==> src/rtl/pwm_timer_pkg.sv <==
package pwm_timer_pkg;

  typedef enum logic [2:0] {
    LIM_FULL, LIM_8B, LIM_9B, LIM_10B, LIM_REG, LIM_CMPA
  } lim_src_e;

  typedef enum logic [1:0] {UPD_NOW, UPD_AT_LIM, UPD_AT_ZERO} upd_pt_e;

  typedef enum logic [1:0] {OVF_AT_FULL, OVF_AT_LIM, OVF_AT_ZERO} ovf_pt_e;

  typedef struct packed {
    lim_src_e lim_src;
    logic     dual;
    logic     run;
    upd_pt_e  upd;
    ovf_pt_e  ovf;
  } mode_cfg_t;

  localparam logic [3:0] MODE_RESERVED = 4'd13;

  function automatic mode_cfg_t decode_mode(logic [3:0] m);
    mode_cfg_t c;
    c = '{lim_src: LIM_FULL, dual: 1'b0, run: 1'b1, upd: UPD_NOW, ovf: OVF_AT_FULL};
    case (m)
      4'd0:  c.lim_src = LIM_FULL;
      4'd4:  c.lim_src = LIM_CMPA;
      4'd12: c.lim_src = LIM_REG;
      4'd1, 4'd2, 4'd3, 4'd10, 4'd11: begin
        c.dual = 1'b1;
        c.upd  = UPD_AT_LIM;
        c.ovf  = OVF_AT_ZERO;
        c.lim_src = (m == 4'd1) ? LIM_8B : (m == 4'd2) ? LIM_9B :
                    (m == 4'd3) ? LIM_10B : (m == 4'd10) ? LIM_REG : LIM_CMPA;
      end
      4'd8, 4'd9: begin
        c.dual = 1'b1;
        c.upd  = UPD_AT_ZERO;
        c.ovf  = OVF_AT_ZERO;
        c.lim_src = (m == 4'd8) ? LIM_REG : LIM_CMPA;
      end
      4'd5, 4'd6, 4'd7, 4'd14, 4'd15: begin
        c.upd = UPD_AT_ZERO;
        c.ovf = OVF_AT_LIM;
        c.lim_src = (m == 4'd5) ? LIM_8B : (m == 4'd6) ? LIM_9B :
                    (m == 4'd7) ? LIM_10B : (m == 4'd14) ? LIM_REG : LIM_CMPA;
      end
      default: c.run = 1'b0;
    endcase
    return c;
  endfunction

endpackage

==> src/rtl/pwm_mode_decode.sv <==
module pwm_mode_decode
  import pwm_timer_pkg::*;
#(
  parameter int CNT_W = 16
) (
  input  logic [3:0]       mode,
  input  logic [CNT_W-1:0] lim_reg,
  input  logic [CNT_W-1:0] cmpa_act,
  output mode_cfg_t        cfg,
  output logic [CNT_W-1:0] lim_val
);

  localparam int FIX8_W  = 8;
  localparam int FIX9_W  = 9;
  localparam int FIX10_W = 10;

  function automatic logic [CNT_W-1:0] low_ones(int k);
    logic [CNT_W-1:0] v;
    v = '0;
    for (int i = 0; i < CNT_W; i++) begin
      if (i < k) v[i] = 1'b1;
    end
    return v;
  endfunction

  always_comb begin
    cfg = decode_mode(mode);
    case (cfg.lim_src)
      LIM_8B:   lim_val = low_ones(FIX8_W);
      LIM_9B:   lim_val = low_ones(FIX9_W);
      LIM_10B:  lim_val = low_ones(FIX10_W);
      LIM_REG:  lim_val = lim_reg;
      LIM_CMPA: lim_val = cmpa_act;
      default:  lim_val = '1;
    endcase
  end

endmodule

==> src/rtl/pwm_cmp_reg.sv <==
module pwm_cmp_reg #(
  parameter int CNT_W = 16
) (
  input  logic             clk,
  input  logic             rst_n,
  input  logic             wr,
  input  logic [CNT_W-1:0] wdata,
  input  logic             imm,
  input  logic             load,
  output logic [CNT_W-1:0] act
);

  logic [CNT_W-1:0] held_q;
  logic [CNT_W-1:0] act_q;

  always_ff @(posedge clk or negedge rst_n) begin
    if (!rst_n) begin
      held_q <= '0;
      act_q  <= '0;
    end else begin
      if (wr) held_q <= wdata;
      if (imm && wr)      act_q <= wdata;
      else if (!imm && load) act_q <= held_q;
    end
  end

  assign act = act_q;


  act_stable_chk: assert property (@(posedge clk) disable iff (!rst_n)
    (!wr && !load) |=> $stable(act_q));


  act_buffered_chk: assert property (@(posedge clk) disable iff (!rst_n)
    (!imm && !load) |=> $stable(act_q));

endmodule

==> src/rtl/pwm_counter.sv <==
module pwm_counter #(
  parameter int CNT_W = 16
) (
  input  logic             clk,
  input  logic             rst_n,
  input  logic             tick,
  input  logic             run,
  input  logic             dual,
  input  logic [CNT_W-1:0] lim,
  output logic [CNT_W-1:0] cnt,
  output logic             dir_down,
  output logic             ev_lim,
  output logic             ev_zero,
  output logic             ev_full
);

  logic [CNT_W-1:0] cnt_q, cnt_d;
  logic             dir_q, dir_d;
  logic             step;

  function automatic logic [CNT_W-1:0] next_single(logic [CNT_W-1:0] c,
                                                   logic [CNT_W-1:0] l);
    return (c == l) ? '0 : c + 1'b1;
  endfunction

  assign step = tick && run;

  always_comb begin
    cnt_d = cnt_q;
    dir_d = 1'b0;
    if (!dual) begin
      cnt_d = next_single(cnt_q, lim);
    end else if (!dir_q) begin
      if (cnt_q >= lim) begin
        dir_d = 1'b1;
        cnt_d = (cnt_q == '0) ? '0 : cnt_q - 1'b1;
      end else begin
        cnt_d = cnt_q + 1'b1;
      end
    end else begin
      if (cnt_q == '0) begin
        dir_d = 1'b0;
        cnt_d = (lim == '0) ? '0 : {{(CNT_W-1){1'b0}}, 1'b1};
      end else begin
        dir_d = 1'b1;
        cnt_d = cnt_q - 1'b1;
      end
    end
  end

  always_ff @(posedge clk or negedge rst_n) begin
    if (!rst_n) begin
      cnt_q <= '0;
      dir_q <= 1'b0;
    end else if (step) begin
      cnt_q <= cnt_d;
      dir_q <= dir_d;
    end
  end

  assign cnt      = cnt_q;
  assign dir_down = dual && dir_q;
  assign ev_lim   = step && (cnt_q == lim);
  assign ev_zero  = step && (cnt_q == '0) && (!dual || dir_q);
  assign ev_full  = step && (cnt_q == '1);


  cnt_hold_chk: assert property (@(posedge clk) disable iff (!rst_n)
    !tick |=> $stable(cnt_q) && $stable(dir_q));


  dual_rise_chk: assert property (@(posedge clk) disable iff (!rst_n)
    (step && dual && !dir_q && cnt_q < lim) |=> (cnt_q == $past(cnt_q) + 1'b1));


  single_wrap_chk: assert property (@(posedge clk) disable iff (!rst_n)
    (step && !dual && cnt_q == lim) |=> (cnt_q == '0));


  rsvd_hold_chk: assert property (@(posedge clk) disable iff (!rst_n)
    !run |=> $stable(cnt_q));

endmodule

==> src/rtl/pwm_timer_core.sv <==
module pwm_timer_core
  import pwm_timer_pkg::*;
#(
  parameter int CNT_W = 16
) (
  input  logic             clk,
  input  logic             rst_n,
  input  logic             tick,
  input  logic             wr_mode_lo,
  input  logic             wr_mode_hi,
  input  logic             wr_cmpa,
  input  logic             wr_cmpb,
  input  logic             wr_top,
  input  logic [CNT_W-1:0] wdata,
  input  logic             ovf_clr,
  output logic [CNT_W-1:0] count,
  output logic             dir_down,
  output logic             match_a,
  output logic             match_b,
  output logic             at_top,
  output logic             at_bottom,
  output logic             ovf_flag
);

  localparam int NUM_CMP = 2;

  logic [1:0]       mode_lo_q, mode_hi_q;
  logic [3:0]       mode;
  logic [CNT_W-1:0] lim_reg_q;
  mode_cfg_t        cfg;
  logic [CNT_W-1:0] lim_val;
  logic [CNT_W-1:0] cmp_act [NUM_CMP];
  logic [NUM_CMP-1:0] cmp_wr;
  logic [NUM_CMP-1:0] cmp_hit;
  logic             ev_lim, ev_zero, ev_full;
  logic             upd_imm, upd_load;
  logic             ovf_set;
  logic             ovf_q;

  always_ff @(posedge clk or negedge rst_n) begin
    if (!rst_n) begin
      mode_lo_q <= '0;
      mode_hi_q <= '0;
      lim_reg_q <= '0;
    end else begin
      if (wr_mode_lo) mode_lo_q <= wdata[1:0];
      if (wr_mode_hi) mode_hi_q <= wdata[1:0];
      if (wr_top)     lim_reg_q <= wdata;
    end
  end

  assign mode = {mode_hi_q, mode_lo_q};

  pwm_mode_decode #(.CNT_W(CNT_W)) u_decode (
    .mode     (mode),
    .lim_reg  (lim_reg_q),
    .cmpa_act (cmp_act[0]),
    .cfg      (cfg),
    .lim_val  (lim_val)
  );

  pwm_counter #(.CNT_W(CNT_W)) u_counter (
    .clk      (clk),
    .rst_n    (rst_n),
    .tick     (tick),
    .run      (cfg.run),
    .dual     (cfg.dual),
    .lim      (lim_val),
    .cnt      (count),
    .dir_down (dir_down),
    .ev_lim   (ev_lim),
    .ev_zero  (ev_zero),
    .ev_full  (ev_full)
  );

  always_comb begin
    upd_imm  = (cfg.upd == UPD_NOW);
    upd_load = (cfg.upd == UPD_AT_LIM) ? ev_lim :
               (cfg.upd == UPD_AT_ZERO) ? ev_zero : 1'b0;
  end

  assign cmp_wr = {wr_cmpb, wr_cmpa};

  for (genvar i = 0; i < NUM_CMP; i++) begin : gen_cmp
    pwm_cmp_reg #(.CNT_W(CNT_W)) u_cmp (
      .clk   (clk),
      .rst_n (rst_n),
      .wr    (cmp_wr[i]),
      .wdata (wdata),
      .imm   (upd_imm),
      .load  (upd_load),
      .act   (cmp_act[i])
    );
    assign cmp_hit[i] = tick && cfg.run && (count == cmp_act[i]);
  end

  assign match_a   = cmp_hit[0];
  assign match_b   = cmp_hit[1];
  assign at_top    = ev_lim;
  assign at_bottom = ev_zero;

  always_comb begin
    case (cfg.ovf)
      OVF_AT_LIM:  ovf_set = ev_lim;
      OVF_AT_ZERO: ovf_set = ev_zero;
      default:     ovf_set = ev_full;
    endcase
  end

  always_ff @(posedge clk or negedge rst_n) begin
    if (!rst_n)       ovf_q <= 1'b0;
    else if (ovf_set) ovf_q <= 1'b1;
    else if (ovf_clr) ovf_q <= 1'b0;
  end

  assign ovf_flag = ovf_q;


  ovf_sticky_chk: assert property (@(posedge clk) disable iff (!rst_n)
    (ovf_q && !ovf_clr) |=> ovf_q);


  ovf_set_chk: assert property (@(posedge clk) disable iff (!rst_n)
    ovf_set |=> ovf_q);


  ovf_clear_chk: assert property (@(posedge clk) disable iff (!rst_n)
    (ovf_clr && !ovf_set) |=> !ovf_q);


  rsvd_quiet_chk: assert property (@(posedge clk) disable iff (!rst_n)
    (mode == MODE_RESERVED) |-> !at_top && !at_bottom && !match_a && !match_b);

endmodule

==> config.mk <==
export PLATFORM = sky130hd
export DESIGN_NAME = pwm_timer_core
export DESIGN_NICKNAME = d
export VERILOG_FILES = /design/src/rtl/pwm_timer_pkg.sv /design/src/rtl/pwm_mode_decode.sv /design/src/rtl/pwm_cmp_reg.sv /design/src/rtl/pwm_counter.sv /design/src/rtl/pwm_timer_core.sv
export SDC_FILE = /design/constraint.sdc
export NUM_CORES = 1
export LEC_CHECK = 0
export ABC_CLOCK_PERIOD_IN_PS = 3900
export BUFFER_PORTS_ARGS = -buffer_cell sky130_fd_sc_hd__buf_2
export CORE_ASPECT_RATIO = 0.6
export CORE_MARGIN = 1
export CORE_UTILIZATION = 25
export DETAILED_ROUTE_END_ITERATION = 12
export PLACE_DENSITY = 0.41
export SYNTH_ARGS = -nofsm -noshare
export SYNTH_HDL_FRONTEND = slang
export SYNTH_HIERARCHICAL = 1
export SYNTH_SLANG_ARGS = --single-unit
==> constraint.sdc <==
create_clock -name clk -period 3.9 [get_ports clk]
set_input_delay 0.195 -clock clk [delete_from_list [all_inputs] [get_ports clk]]
set_output_delay 0.195 -clock clk [all_outputs]
set_load 0.02 [all_outputs]
==> Word-level counts from Yosys, hierarchy flattened <==
Cells that the tools add are included.
{ "word_totals": {"regBits": 102, "in_bits": 25, "out_inout_bits": 22} }
{ "op_classes": {"addsub": 2, "magnitude_cmp": 1, "eq_ne": 27, "n_mux": 34, "n_reduce_logical": 26} }
{ "op_table": {"columns": ["cell", "n"], "rows": [
  ["$mux W16", 10],
  ["$pmux W16 S5", 1],
  ["$eq A16 B16 Y1", 3],
  ["$logic_not A16 Y1", 2],
  ["$eq A4 B4 Y1 const B", 7],
  ["$mux W3", 6],
  ["$add A16 B1 Y16 const B", 1],
  ["$eq A16 B16 Y1 const B", 1],
  ["$eq A4 B3 Y1 const B", 4],
  ["$ge A16 B16 Y1", 1],
  ["$sub A16 B1 Y16 const B", 1],
  ["$pmux W3 S5", 1],
  ["$reduce_or A15 Y1", 1],
  ["$mux W1", 14],
  ["$pmux W4 S3", 1],
  ["$logic_and A1 B1 Y1", 11],
  ["$reduce_or A5 Y1", 2],
  ["$eq A4 B2 Y1 const B", 2],
  ["$reduce_or A7 Y1", 1],
  ["$eq A3 B2 Y1 const B", 2],
  ["$eq A3 B3 Y1 const B", 2],
  ["$reduce_bool A2 Y1", 3],
  ["$eq A2 B1 Y1 const B", 2],
  ["$eq A2 B2 Y1 const B", 2],
  ["other kinds (8)", 9]
]} }

==> Depth between registers and ports, before layout <==
{ "depth": {"ltp_word": 14, "ltp_mapped": 16} }

==> By module <==
Netlist, hierarchy kept.
{ "modules_own_cells": {"columns": ["module", "n_inst", "cells_per_inst", "area_per_inst_um2"], "rows": [
  ["pwm_cmp_reg", 2, 104, 1626.6],
  ["pwm_counter", 1, 260, 1995.7],
  ["pwm_timer_core", 1, 99, 1202.4],
  ["pwm_mode_decode", 1, 81, 490.5]
]} }

==> Least setup slack after synthesis <==
OpenSTA, ideal clock, no wires.
{ "synth_timing": {"path_kind": "register -> register", "start": "register mode_lo_q[1]", "end": "register gen_cmp[0].u_cmp.act_q[10]", "t_arrival_ns": 3.518, "path_slack_ns": 0.256, "path_stages_with_launch": 17, "path_buffers": 4, "period_less_slack_ns": 3.644, "path_cell_list": "dfrtp_1 buf_6 or3_1 buf_2 o21ai_0 a22o_1 inv_1 ha_1 and4_1 nand2_1 nor4_1 nand3b_1 o21ai_0 buf_6 buf_12 mux2i_1 mux2i_1"} }
{ "synth_via": {"elab_chain_cells": 13, "elab_cells_between_ends": 56} }
{ "synth_lines": {"columns": ["item", "line_no", "source"], "rows": [
  ["start: declaration", "pwm_timer_core.sv:27", "logic [1:0] mode_lo_q, mode_hi_q;"],
  ["start signal: assignment", "pwm_timer_core.sv:46", "if (wr_mode_lo) mode_lo_q <= wdata[1:0];"],
  ["$eq A4 B4 Y1, on equally long branches", "pwm_timer_pkg.sv:24, pwm_timer_pkg.sv:45, pwm_timer_pkg.sv:33", null],
  ["$mux W1, on equally long branches", "pwm_timer_pkg.sv:45, pwm_timer_pkg.sv:33", null],
  ["$mux W3, on equally long branches", "pwm_timer_pkg.sv:45, pwm_timer_pkg.sv:33", null],
  ["$mux W3, on equally long branches (2 in a row)", "pwm_timer_pkg.sv:44, pwm_timer_pkg.sv:32", null],
  ["$pmux W3 S5 *", "pwm_timer_pkg.sv:24", "case (m)"],
  ["$eq A3 B3 Y1, or another cell as far along", "pwm_mode_decode.sv:28", "case (cfg.lim_src)"],
  ["$pmux W16 S5 *", "pwm_mode_decode.sv:28", null],
  ["net lim_val[9]", "pwm_timer_core.sv:31", "logic [CNT_W-1:0] lim_val;"],
  ["$eq A16 B16 Y1 *", "pwm_counter.sv:63", "assign ev_lim = step && (cnt_q == lim);"],
  ["$logic_and A1 B1 Y1 *", "pwm_counter.sv:63", null],
  ["net at_top", "pwm_timer_core.sv:20", "output logic at_top,"],
  ["$mux W1 *", "pwm_timer_core.sv:78", "upd_load = (cfg.upd == UPD_AT_LIM) ? ev_lim :"],
  ["net upd_load", "pwm_timer_core.sv:36", "logic upd_imm, upd_load;"],
  ["$logic_and A1 B1 Y1 *", "pwm_cmp_reg.sv:23", "else if (!imm && load) act_q <= held_q;"],
  ["$reduce_bool A2 Y1 (no source line) *", null, null],
  ["end signal: assignment", "pwm_cmp_reg.sv:22", "if (imm && wr) act_q <= wdata;"],
  ["end signal: assignment", "pwm_cmp_reg.sv:23", null],
  ["end: declaration", "pwm_cmp_reg.sv:14", "logic [CNT_W-1:0] act_q;"]
]} }
The timed path passes the listed nets; every way through them passes the cells marked *.
A chain may end at the register's enable or synchronous reset.

==> Final worst setup path <==
{ "layout_timing": {"start": "register mode_lo_q[1]", "end": "register u_counter.cnt_q[8] (netlist: u_counter/cnt[8])"} }
{ "layout_via": {"elab_chain_cells": 12, "elab_cells_between_ends": 45} }
{ "layout_lines": {"columns": ["item", "line_no", "source"], "rows": [
  ["$eq A4 B4 Y1, on equally long branches", "pwm_timer_pkg.sv:24, pwm_timer_pkg.sv:45, pwm_timer_pkg.sv:33", null],
  ["$mux W1, on equally long branches", "pwm_timer_pkg.sv:45, pwm_timer_pkg.sv:33", null],
  ["$mux W3, on equally long branches", "pwm_timer_pkg.sv:45, pwm_timer_pkg.sv:33", null],
  ["$mux W3, on equally long branches (2 in a row)", "pwm_timer_pkg.sv:44, pwm_timer_pkg.sv:32", null],
  ["$pmux W3 S5 *", "pwm_timer_pkg.sv:24", null],
  ["$eq A3 B3 Y1, or another cell as far along", "pwm_mode_decode.sv:28", null],
  ["$pmux W16 S5 *", "pwm_mode_decode.sv:28", null],
  ["net lim_val[2]", "pwm_timer_core.sv:31", null],
  ["$ge A16 B16 Y1", "pwm_counter.sv:34", "if (cnt_q >= lim) begin"],
  ["$mux W16", "pwm_counter.sv:34", null],
  ["$mux W16", "pwm_counter.sv:33", "end else if (!dir_q) begin"],
  ["$mux W16 *", "pwm_counter.sv:31", "if (!dual) begin"],
  ["end signal: assignment", "pwm_counter.sv:56", "cnt_q <= cnt_d;"],
  ["end: declaration", "pwm_counter.sv:17", "logic [CNT_W-1:0] cnt_q, cnt_d;"]
]} }
Marks and branches as above.

==> metrics.md <==
| Metric | Value |
|---|---|
| Post-Synthesis Cells | 645 |
| Type of the most critical hold path | input pin to async pin |
| Result of the run | finished with violations |
| Final Skew | 11.21 ps |
| Number of global-route vias before repair | roughly 5,300 |
| Critical path's largest stage delay | ~460 ps |
| Number of vias in the routed layout | 5,314 |
| Number of cells upsized or downsized after cts | 0 |
| Overall die height | 130.9 µm |
| Remaining number of nets flagged by the antenna check after routing | 0 |
| Final count of hold timing violations | 3 |
| Overall overflow remaining after global route | 0 |
| Sum Neg Setup Slack | 0 ps |
| Clock tree from TritonCTS | yes |
| Period utilization | a little over nine tenths |
| Width of the die | 216.9 µm |
| Top-level port count | 47 |
| Net count reported at finish | 720 |
| F_max | between 200 and 300 MHz |
| Final GP Congestion | 0.8490 |
| Rows | 46 |
| Post-CTS setup buffers | 0 |
| Nature of the critical path endpoint | flip-flop |
| Area growth, synth to finish | 11.18% |
| Post-Syn Area per Cell | 10.74 µm² |
| Unrepaired setup endpoints after global routing | false |
| Number of warnings reported in the yosys synthesis log | 6 |
| Starting DRC count in detailed routing | 389 |
| Maximum number of pins on one net before global-route repair | 73 |
| Leakage component of the power | 3.278 nW |
| # Max-Cap Violations | 0 |
| Worst Path Max Fanout | 12 |
| Antenna violations before repair | 0 |
| Register clock-pin slew on the reported worst setup and hold paths | 70 ps |
| Clock buffer depth | 2 |
| Worst slew margin relative to its limit | 25.22% |
| Slowest cell on the critical path | dfrtp_1 |
| WS Path Type | flip-flop to flip-flop |
| First-pass GRT wire length | 32,840 µm |
| Overall routing resource usage | 15.61% |
| Number of H-tree levels | 3 |
| Total Routed Length | 21,240 µm |
| Initial Util | 25.83% |
| Total clock buffers created by CTS | 9 |
| Clock network latency to the later pin of the worst-skew pair | 370 ps |
| Critical Path AT | 3970 ps |
| Startpoint type of the worst setup path | flip-flop |
| Post-cts hold buffer count | 0 |
| Average detailed-routed wire length per instance | between 20 and 25 µm |
| Time the final worst path needs with I/O delays and setup | about 3700 ps |
| Cell Pwr Density | 641.6 nW/µm² |
| Worst-margin pin slew | about 1100 ps |
| Worst path required time | 4170 ps |
| Total nets after synthesis | between 600 and 700 |
| Drt drc | 0 |
| Half-perimeter wire length of the detailed placement result | between 15,000 and 20,000 µm |
| Post-synth design cell area | 6928 µm² |
| Count of inserted antenna diode cells | 0 |
| Hold_ws | -11.10 ps |
| Die Footprint | 28,400 µm² |
| Clock tree root buffer cell | clkbuf_16 |
| Placeable core region | 26,820 µm² |
| Sinks on Clock Net | 102 |
| Drt first pass iters | 5 |
| Total chip power | a little under 5 mW |
| Violations in the final reports | negative hold slack |
| Share of final-layout standard cells stronger than drive strength 1 | 21.98% |
| Final slew viol count | 0 |
| Worst IR drop on VDD | 250.2 µV |
| Via count normalized by instance count | 5.119 |
| Port Buffers | 46 |
| End-of-flow core utilization | 28.72% |
| Cell breakdown of the critical path | nor2b_2 -> or3_1 -> a2bb2oi_1 -> inv_1 -> ha_1 -> nand4_1 -> nor3_1 -> o21ai_0 -> and4_4 -> nor2_1 -> nand2_1 -> o311ai_1 |
| Setup violation total in the final timing report | 0 |
-- registers in the layout, indices dropped and copies added, names as in the netlist --
signal and flops:
gen_cmp.u_cmp/act 32, gen_cmp.u_cmp/held_q 32, lim_reg_q 16, mode_hi_q 2
mode_lo_q 2, ovf_flag 1, u_counter/cnt 16, u_counter/dir_q 1
-- cell type report --
class                   count  area [µm²]
clock inverters             5       82.58
well taps                 360       450.4
repair buffers             65       387.9
clock buffers              10       229.0
fillers                  2867       19120
flip-flops and latches    102        2552
inverters                  25       93.84
multi-input cells         471        3906
-- layer usage --
metal  vias up  share of wire [%]  track usage (%)
met5         -                  0                0
met4         0                1.1            3.770
met3        26                6.2            4.213
met2       145                 40            21.91
met1      2712                 53            23.29
li1       2431                  -                -
-- critical path, delay by kind of cell, from the launching register on --
kind            cells  cell delay [ps]
buf+inv             1              100
fa+ha+maj           1              310
compound gates      3              800
simple gates        7             1920
flops               1              460
-- power breakdown --
part           internal (mW)  switching [mW]
Combinational          0.895            1.11
Sequential              1.35           0.592
Clock                  0.563           0.434
-- path summary, 6_finish.rpt --
kind                                             start                     endpoint  slack, ps  depth (start not counted)
min in group clk                               ovf_clr                     ovf_flag        100                          2
min reg2reg                gen_cmp[1].u_cmp/held_q[10]  gen_cmp[1].u_cmp/held_q[10]        510                          1
max in group asynchronous                        rst_n     gen_cmp[1].u_cmp/act[14]       2860                          2
min                                              rst_n   gen_cmp[1].u_cmp/held_q[6]        -10                          1
max reg2reg                               mode_lo_q[1]             u_counter/cnt[8]        200                         12
max                                       mode_lo_q[1]             u_counter/cnt[8]        200                         12
-- placed cells by master, fill, tap and decap left out, types with 22 or more instances in the layout --
master   instances
mux2i_1         99
buf_2           45
nand2_1         29
nor3_1          22
dfrtp_1        102
mux2_4          28
inv_1           24
o21ai_0         25
mux2_2          25
xnor2_1         24
-- through the flow --
stage	instances	cell area, µm²	worst slack [ps]
6_report	1038	7702	199.7
5_1_grt	1038	7702	21.24
4_1_cts	1038	7699	25.13
3_5_place_dp	1023	7387	31.99
3_3_place_gp	1023	7387	241.3
2_1_floorplan	645	6928	255.9
(Power assumes the default switching activity.)
